`config.mk`:
```
export PLATFORM = sky130hd
export DESIGN_NAME = wdog_sentinel
export DESIGN_NICKNAME = d
export VERILOG_FILES = /design/src/rtl/wdog_pkg.sv /design/src/rtl/wdog_loader.sv /design/src/rtl/wdog_counter.sv /design/src/rtl/wdog_action.sv /design/src/rtl/wdog_sentinel.sv
export SDC_FILE = /design/constraint.sdc
export NUM_CORES = 1
export LEC_CHECK = 0
export BUFFER_PORTS_ARGS = -buffer_cell sky130_fd_sc_hd__buf_2
export CAP_MARGIN = 20
export CORE_UTILIZATION = 50
export CTS_CLUSTER_SIZE = 8
export DETAILED_ROUTE_END_ITERATION = 7
export MAX_ROUTING_LAYER = met4
export PLACE_DENSITY_LB_ADDON = 0.12
export SLEW_MARGIN = 20
export SYNTH_ARGS = -nofsm -noshare
export SYNTH_HDL_FRONTEND = slang
export SYNTH_SLANG_ARGS = --single-unit
```
`constraint.sdc`:
```
create_clock -name clk -period 2.5 [get_ports clk]
set_input_delay 0.25 -clock clk [delete_from_list [all_inputs] [get_ports clk]]
set_output_delay 0.25 -clock clk [all_outputs]
set_load 0.01 [all_outputs]
```
`src/rtl/wdog_pkg.sv`:
```
package wdog_pkg;
    localparam int unsigned DATA_W    = 32;
    localparam int unsigned OFS_CTRL  = 0;
    localparam int unsigned OFS_TIMER = 4;
    localparam int unsigned FLAG_BIT  = 31;

    typedef enum logic [1:0] {
        ACT_OFF   = 2'd0,
        ACT_IRQ   = 2'd1,
        ACT_NMI   = 2'd2,
        ACT_RESET = 2'd3
    } act_e;
endpackage

```
`src/rtl/wdog_loader.sv`:
```
module wdog_loader #(
    parameter int unsigned WIDTH = 32,
    parameter int unsigned LAT   = 4
) (
    input  logic             clk,
    input  logic             rst_n,
    input  logic             wr_i,
    input  logic [WIDTH-1:0] data_i,
    output logic             busy_o,
    output logic             load_o,
    output logic [WIDTH-1:0] val_o
);
    localparam int unsigned CW = $clog2(LAT + 1);

    typedef struct packed {
        logic [CW-1:0]    left;
        logic [WIDTH-1:0] val;
    } ld_st_t;

    ld_st_t s_d, s_q;

    always_comb begin
        s_d = s_q;
        if (wr_i) begin
            s_d.left = CW'(LAT);
            s_d.val  = data_i;
        end else if (s_q.left != '0) begin
            s_d.left = s_q.left - CW'(1);
        end
    end

    always_ff @(posedge clk or negedge rst_n) begin
        if (!rst_n) s_q <= '0;
        else        s_q <= s_d;
    end

    assign busy_o = (s_q.left != '0);
    assign load_o = (s_q.left == CW'(1));
    assign val_o  = s_q.val;
endmodule

```
`src/rtl/wdog_counter.sv`:
```
module wdog_counter #(
    parameter int unsigned WIDTH = 32
) (
    input  logic             clk,
    input  logic             rst_n,
    input  logic             tick_i,
    input  logic             run_i,
    input  logic             load_i,
    input  logic [WIDTH-1:0] load_val_i,
    output logic [WIDTH-1:0] count_o,
    output logic             zero_o
);
    typedef struct packed {
        logic [WIDTH-1:0] count;
    } cnt_st_t;

    cnt_st_t s_d, s_q;

    always_comb begin
        s_d = s_q;
        if (load_i)
            s_d.count = load_val_i;
        else if (run_i && tick_i && (s_q.count != '0))
            s_d.count = s_q.count - WIDTH'(1);
    end

    always_ff @(posedge clk or negedge rst_n) begin
        if (!rst_n) s_q <= '1;
        else        s_q <= s_d;
    end

    assign count_o = s_q.count;
    assign zero_o  = (s_q.count == '0);
endmodule

```
`src/rtl/wdog_action.sv`:
```
module wdog_action
    import wdog_pkg::*;
(
    input  logic clk,
    input  logic rst_n,
    input  act_e act_i,
    input  logic zero_i,
    output logic irq_o,
    output logic nmi_o,
    output logic rst_req_o,
    output logic req_next_o
);
    typedef struct packed {
        logic fired;
        logic pulse;
    } act_st_t;

    act_st_t s_d, s_q;

    always_comb begin
        s_d       = s_q;
        s_d.fired = (act_i == ACT_RESET) && zero_i;
        s_d.pulse = s_d.fired && !s_q.fired;
    end

    always_ff @(posedge clk or negedge rst_n) begin
        if (!rst_n) s_q <= '0;
        else        s_q <= s_d;
    end

    assign irq_o      = zero_i && (act_i == ACT_IRQ);
    assign nmi_o      = zero_i && (act_i == ACT_NMI);
    assign rst_req_o  = s_q.pulse;
    assign req_next_o = s_d.pulse;
endmodule

```
`src/rtl/wdog_sentinel.sv`:
```
module wdog_sentinel
    import wdog_pkg::*;
#(
    parameter int unsigned ADDR_W   = 3,
    parameter int unsigned LOAD_LAT = 4
) (
    input  logic              clk,
    input  logic              por_n,
    input  logic              sys_rst_n,
    input  logic              tick,
    input  logic              bus_we,
    input  logic [ADDR_W-1:0] bus_addr,
    input  logic [31:0]       bus_wdata,
    output logic [31:0]       bus_rdata,
    output logic              irq,
    output logic              nmi,
    output logic              rst_req,
    output logic              load_busy
);
    localparam int unsigned ACT_W = $bits(act_e);
    localparam int unsigned PAD_W = DATA_W - ACT_W - 1;

    typedef struct packed {
        act_e action;
    } ctrl_st_t;

    logic              rst_all_n;
    logic              sel_ctrl, sel_timer;
    logic              load_fire, cnt_zero, req_next;
    logic [DATA_W-1:0] load_val, cnt_live;
    ctrl_st_t          ctrl_d, ctrl_q;
    logic              flag_d, flag_q;

    assign rst_all_n = por_n & sys_rst_n;
    assign sel_ctrl  = (bus_addr == ADDR_W'(OFS_CTRL));
    assign sel_timer = (bus_addr == ADDR_W'(OFS_TIMER));

    always_comb begin
        ctrl_d = ctrl_q;
        flag_d = flag_q | req_next;
        if (bus_we && sel_ctrl)
            ctrl_d.action = act_e'(bus_wdata[ACT_W-1:0]);
    end

    always_ff @(posedge clk or negedge rst_all_n) begin
        if (!rst_all_n) ctrl_q <= '{action: ACT_OFF};
        else            ctrl_q <= ctrl_d;
    end

    always_ff @(posedge clk or negedge por_n) begin
        if (!por_n) flag_q <= 1'b0;
        else        flag_q <= flag_d;
    end

    wdog_loader #(.WIDTH(DATA_W), .LAT(LOAD_LAT)) u_loader (
        .clk    (clk),
        .rst_n  (rst_all_n),
        .wr_i   (bus_we && sel_timer),
        .data_i (bus_wdata),
        .busy_o (load_busy),
        .load_o (load_fire),
        .val_o  (load_val)
    );

    wdog_counter #(.WIDTH(DATA_W)) u_counter (
        .clk        (clk),
        .rst_n      (rst_all_n),
        .tick_i     (tick),
        .run_i      (ctrl_q.action != ACT_OFF),
        .load_i     (load_fire),
        .load_val_i (load_val),
        .count_o    (cnt_live),
        .zero_o     (cnt_zero)
    );

    wdog_action u_action (
        .clk        (clk),
        .rst_n      (rst_all_n),
        .act_i      (ctrl_q.action),
        .zero_i     (cnt_zero),
        .irq_o      (irq),
        .nmi_o      (nmi),
        .rst_req_o  (rst_req),
        .req_next_o (req_next)
    );

    always_comb begin
        if (sel_ctrl)       bus_rdata = {flag_q, PAD_W'(0), ctrl_q.action};
        else if (sel_timer) bus_rdata = cnt_live;
        else                bus_rdata = '0;
    end
endmodule

```
======== Yosys cells after proc, flatten, opt, wreduce, memory -nomap -nowiden ========
Cells that the tools add are included.
storage, ports and cells
  register bits ........................... 72
cells by class
  $add $sub $neg .......................... 2
  equality and inequality tests ........... 5
  multiplexer cells ....................... 6
  bitwise logic cells ..................... 2
  reductions and logical operators ........ 16
operators by type and width
  kind                                                number
  two-way mux 32 bit                                  4
  logical NOT 32 bit                                  1
  nonzero test 32 bit                                 1
  subtractor 32 x 1 -> 32 bit, second input constant  1
  logical AND 1 bit                                   8
  two-way mux 3 bit                                   2
  nonzero test 2 bit                                  3
  == test 2 bit, second input constant                2
  == test 3 x 1 -> 1 bit, second input constant       1
  == test 3 bit, second input constant                1
  logical NOT 3 bit                                   1
  nonzero test 3 bit                                  1
  subtractor 3 x 1 -> 3 bit, second input constant    1
  == test 2 x 1 -> 1 bit, second input constant       1
  bitwise AND 1 bit                                   1
  logical NOT 1 bit                                   1
  bitwise OR 1 bit                                    1

======== Logic depth before layout (Yosys ltp) ========
  word-level depth ........................ 5
  depth in mapped cells ................... 9
  depth with buffers taken out ............ 7

======== Hierarchy ========
Synthesis repeated with hierarchy kept, for this count alone.
second synthesis, totals
  cell total of the unflattened synthesis .. 422
  area total of the unflattened synthesis .. 4,435.5 sq um
by module, submodules not included
  module         times used  cells an instance  area an instance (sq um)  sequential area each (sq um)
  wdog_counter   1           248                2,190.9                   840.8
  wdog_loader    1           118                1,745.4                   875.8
  wdog_sentinel  1           50                 411.6                     75.1
  wdog_action    1           6                  87.6                      50.0

======== Worst setup path after synthesis ========
Ideal clock, no wire load.
  path type ............................... register to register
  start point ............................. reg u_counter.s_q, in the netlist u_counter.count_o[15]
  end point ............................... reg u_counter.s_q, in the netlist u_counter.count_o[1]
  library setup time ...................... 0.073 ns
  arrival ................................. 2.324 ns
  setup slack ............................. 0.103 ns
  cell stages (with the launch flop) ...... 7
  buffers on the path ..................... 1
  path through ............................ dfstp_2 > or4_4 > buf_6 > or4_4 > o31ai_4 > mux2_1 > a21oi_1
on the way
  cells in the longest elaborated chain, start to end .. 3
RTL lines
  what                                 RTL line            source
  from (decl)                          wdog_counter.sv:17  cnt_st_t s_d, s_q;
  from (signal assigned)               wdog_counter.sv:28  if (!rst_n) s_q <= '1;
  from (signal assigned)               wdog_counter.sv:29  else s_q <= s_d;
  nonzero test 32 bit                  wdog_counter.sv:23  else if (run_i && tick_i && (s_q.count != '0))
  logical AND 1 bit                    wdog_counter.sv:23
  nonzero test 2 bit (no source line)  --
Every way passes these cells.
A chain may end at the register's enable or synchronous reset.

======== Final worst setup path ========
  start point ............................. reg u_counter.s_q, in the netlist u_counter.count_o[17]
  end point ............................... out irq
on the way
  cells in the longest elaborated chain, start to end .. 2
RTL lines
  what                RTL line             source
  logical NOT 32 bit  wdog_counter.sv:33   assign zero_o = (s_q.count == '0);
  logical AND 1 bit   wdog_action.sv:31    assign irq_o = zero_i && (act_i == ACT_IRQ);
  to (decl)           wdog_sentinel.sv:15  output logic irq,
Every way passes these cells.

==> implementation parameters <==
Parameter                              Value

Synthesis
  Post-synth EDFFs ... 0
  Number of unique standard cell types used by synthesis ... 54
  Synth Instances ... 378
  Mean instance size in the synthesized netlist ... 10.40 um^2
  Count of yosys warnings during synthesis ... 0
  Fraction of registers with async set or reset after synthesis ... 100.0%
  Synthesized netlist net count ... 422
  Flip-flop and latch count after synthesis ... 72
  Netlist Area Pre-Place ... 3931 um^2
  Sequential cell area fraction in the yosys report ... 46.85%
  Flip-flop cell with the highest count after synthesis ... sky130_fd_sc_hd__dfrtp_1

STA
  Final Cycle Share ... 103.4%
  Worst hold slack after final layout ... 0.02411 ns
  Worst Skew ... 0.005795 ns
  Fmax achieved ... 0.3869 GHz
  Slew Limit Headroom ... 58.93%
  Slew at the pin with the worst max-slew slack ... 0.6161 ns
  Count of final hold-check violations ... 0
  Setup repair after global routing missed its margin ... yes
  Pins Over Slew Limit ... 0
  Total Negative Setup Slacks ... -0.3176 ns
  Setup violations, final ... 6
  Minimum setup slack in the final design ... -0.08457 ns
  Minimum clock period after layout ... 2.585 ns

Floorplanning
  Core area ... 7408 um^2
  Standard-cell rows ... 31
  Initial Utilization ... 53.07%
  Vertical die dimension ... 90.67 um
  Die W ... 90.67 um
  Number of ports placed on the die boundary ... 76
  Total die area ... 8221 um^2

Final layout
  Number of inserted diodes ... 0
  Multi-input gate area ... 2031 um^2
  Number of non-filler instances in the completed layout ... 586
  Synth-to-layout area growth ... 26.10%
  Final std cell area, no fill ... 4957 um^2
  Layout fillers ... 610
  Ratio of cells with drive above 1 in the final layout ... 44.15%
  Number of nets in the finished design ... 526
  Total area of sequential cells ... 1842 um^2
  Top library cells by usage in the layout, fill and taps aside ... sky130_fd_sc_hd__buf_2, sky130_fd_sc_hd__dfrtp_1, sky130_fd_sc_hd__buf_4
  Finished Core Util ... 66.91%
  Most frequent standard cell in the layout excluding fill and tap cells ... sky130_fd_sc_hd__buf_2

Clock tree
  Clock H-tree levels ... 3
  Clk sinks ... 72
  Number of buffers inserted during clock tree synthesis ... 9
  Clock tree buffer depth ... 2
  Root Buffer ... sky130_fd_sc_hd__clkbuf_8
  Clock Latency Late Sink ... 0.35 ns
  Clock tree from TritonCTS ... done
  Post-CTS clock slew at the launch and capture registers of the worst setup and hold paths ... 0.08 ns

Outcome
  Failing checks ... negative setup slack
  Run status ... finished with violations

Placement
  GPL Wtd Cong ... 0.8986
  Worst-case setup slack after placement ... 0.07835 ns
  I/O Buffers ... 75
  Total half-perimeter wirelength after legalization and detailed placement ... 6.518 mm
  Total placed instance area ... 4529 um^2
  Cell Count Post-Placement ... 553

Pwr
  Largest vdd supply drop ... 0.0004785 V
  Leakage ... 2.178 nW
  Power Density ... 981.2 nW/um^2
  PnR Total Power ... 4.864 mW

Global routing
  First-pass GRT wire length ... 15.93 mm
  Global routing usage summed across all routing layers ... 25.15%
  Initial antenna violation count ... 0
  Number of global-route vias before repair ... 3228
  GR peak layer ... met2
  Met2 global-route usage ... 36.93%
  Pin count of the biggest net entering global routing ... 48
  GR Layer Usage met1 ... 35.11%
  GR Util met3 ... 6.397%
  Remaining global-route overflow ... 0

Setup path
  Signal arrival time at the worst endpoint ... 2.33 ns
  Reg-to-reg startpoint ... u_counter.count_o[17]
  CP endpoint kind ... output port
  Capture instance of the worst register-to-register path ... u_counter.count_o[5]
  Maximum fanout along the worst path ... 3
  Worst Reg2Reg Path Length in Cells ... 7
  Kind of launch point of the worst setup path ... flip-flop
  Worst reg2reg setup slack ... -0.07 ns
  CP required ... 2.25 ns
  Start-to-end type of the worst setup path ... flip-flop to output port

Drt
  Final WL ... 9.476 mm
  Per-cell via count in the routed design ... 5.722
  Drc violations ... 0
  Antenna Violating Nets Remaining ... 0
  Routed vias ... 3353
  Iteration count of the initial detailed-routing pass ... 4
  Violation count after the first detailed-routing iteration ... 172
  DR WL/cell ... 16.17 um

Hold path
  Path type of the worst min-delay path ... input pin to asynchronous set/reset pin

Job
  Max-cap violation count ... 0
-- state kept, by name, summed over array words and instances (netlist names) --
| name | flops |
|---|---|
| u_action.s_q | 1 |
| u_loader.s_q | 3 |
| u_counter.count_o | 32 |
| ctrl_q | 2 |
| flag_q | 1 |
| u_action.rst_req_o | 1 |
| u_loader.val_o | 32 |
-- kinds of logic after synthesis --
group	Yosys count	synth area share [%]
flops	72	46.85
xor+xnor	6	1.337
buf+inv	28	2.928
fa+ha+maj	4	1.273
mux	38	10.79
compound gates	68	12.19
simple gates	162	24.63
-- report_power, final --
group          switching (mW)  internal, mW  leakage, nW
clock network           0.439         0.643        0.115
logic                   0.776         0.752         1.23
registers               0.472          1.78        0.837
total                    1.69          3.18         2.18
-- cell type report --
cell class | count | share of cell area, %
multi-input cells | 278 | 40.96
repair buffers | 115 | 14.08
well taps | 99 | 2.499
inverters | 6 | 0.4543
clock buffers | 12 | 3.332
flip-flops and latches | 72 | 37.15
clock inverters | 4 | 1.514
-- synth_stat cells (3+ instances only) --
cell type                   n  area (um^2)
sky130_fd_sc_hd__o21a_1     3        22.52
sky130_fd_sc_hd__mux2i_1    3        30.03
sky130_fd_sc_hd__nor2_1    33        123.9
sky130_fd_sc_hd__dfrtp_1   40         1001
sky130_fd_sc_hd__nand2_1   16        60.06
sky130_fd_sc_hd__and3_1     4        25.02
sky130_fd_sc_hd__or4_1     12        90.09
sky130_fd_sc_hd__mux2_2    34        382.9
sky130_fd_sc_hd__nor2b_1    3        18.77
sky130_fd_sc_hd__clkbuf_1  17        63.81
sky130_fd_sc_hd__and2_1    32        200.2
sky130_fd_sc_hd__nand4_1    5        31.28
sky130_fd_sc_hd__o31ai_1   11        82.58
sky130_fd_sc_hd__or2_2      3        18.77
sky130_fd_sc_hd__o21ai_0   11        55.05
sky130_fd_sc_hd__nor3_1     8        40.04
sky130_fd_sc_hd__a311oi_1   3        26.28
sky130_fd_sc_hd__nand2b_1   4        25.02
sky130_fd_sc_hd__dfstp_2   32        840.8
sky130_fd_sc_hd__xnor2_1    6        52.55
sky130_fd_sc_hd__nor4b_1    3        26.28
sky130_fd_sc_hd__or3_1     19        118.9
sky130_fd_sc_hd__inv_1      6        22.52
sky130_fd_sc_hd__a31oi_1   23        143.9
sky130_fd_sc_hd__ha_1       4        50.05
sky130_fd_sc_hd__o41ai_1    4        35.03
-- worst max-delay path by stage --
stage                                      from  cells past startpoint  slack, ns                     to
after floorplan           u_counter.count_o[15]                      6       0.10   u_counter.count_o[1]
after global placement    u_counter.count_o[15]                      6       0.13  u_counter.count_o[26]
after detailed placement   u_counter.count_o[1]                      7       0.08  u_counter.count_o[30]
after CTS                 u_counter.count_o[17]                      5      -0.10                    irq
after global routing      u_counter.count_o[17]                      6      -0.20                    nmi
final                     u_counter.count_o[17]                      5      -0.08                    irq
-- routing by layer --
layer	part of all wire, %	wire length, um	up-vias
met1	48	4527	1646
met4	0.77	73	0
li1	-	-	1607
met2	47	4458	95
met5	0	0	-
met3	4.4	416	5
-- critical path, stage by stage (launching register included) --
cell,delay (ns)
sky130_fd_sc_hd__dfstp_2,0.37
sky130_fd_sc_hd__or4_4,0.53
sky130_fd_sc_hd__or4_4,0.55
sky130_fd_sc_hd__nor3_4,0.19
sky130_fd_sc_hd__and3b_1,0.20
sky130_fd_sc_hd__buf_2,0.13
-- repair_timing --
item	4_1_cts	5_1_grt
hold buffers	1	0
endpoints found under the hold margin	1	0
resized for setup	5	7
pin swaps	3	10
buffers inserted	4	12
endpoints found under the setup margin	2	9
Note: power is estimated with default switching activity, not from simulation.
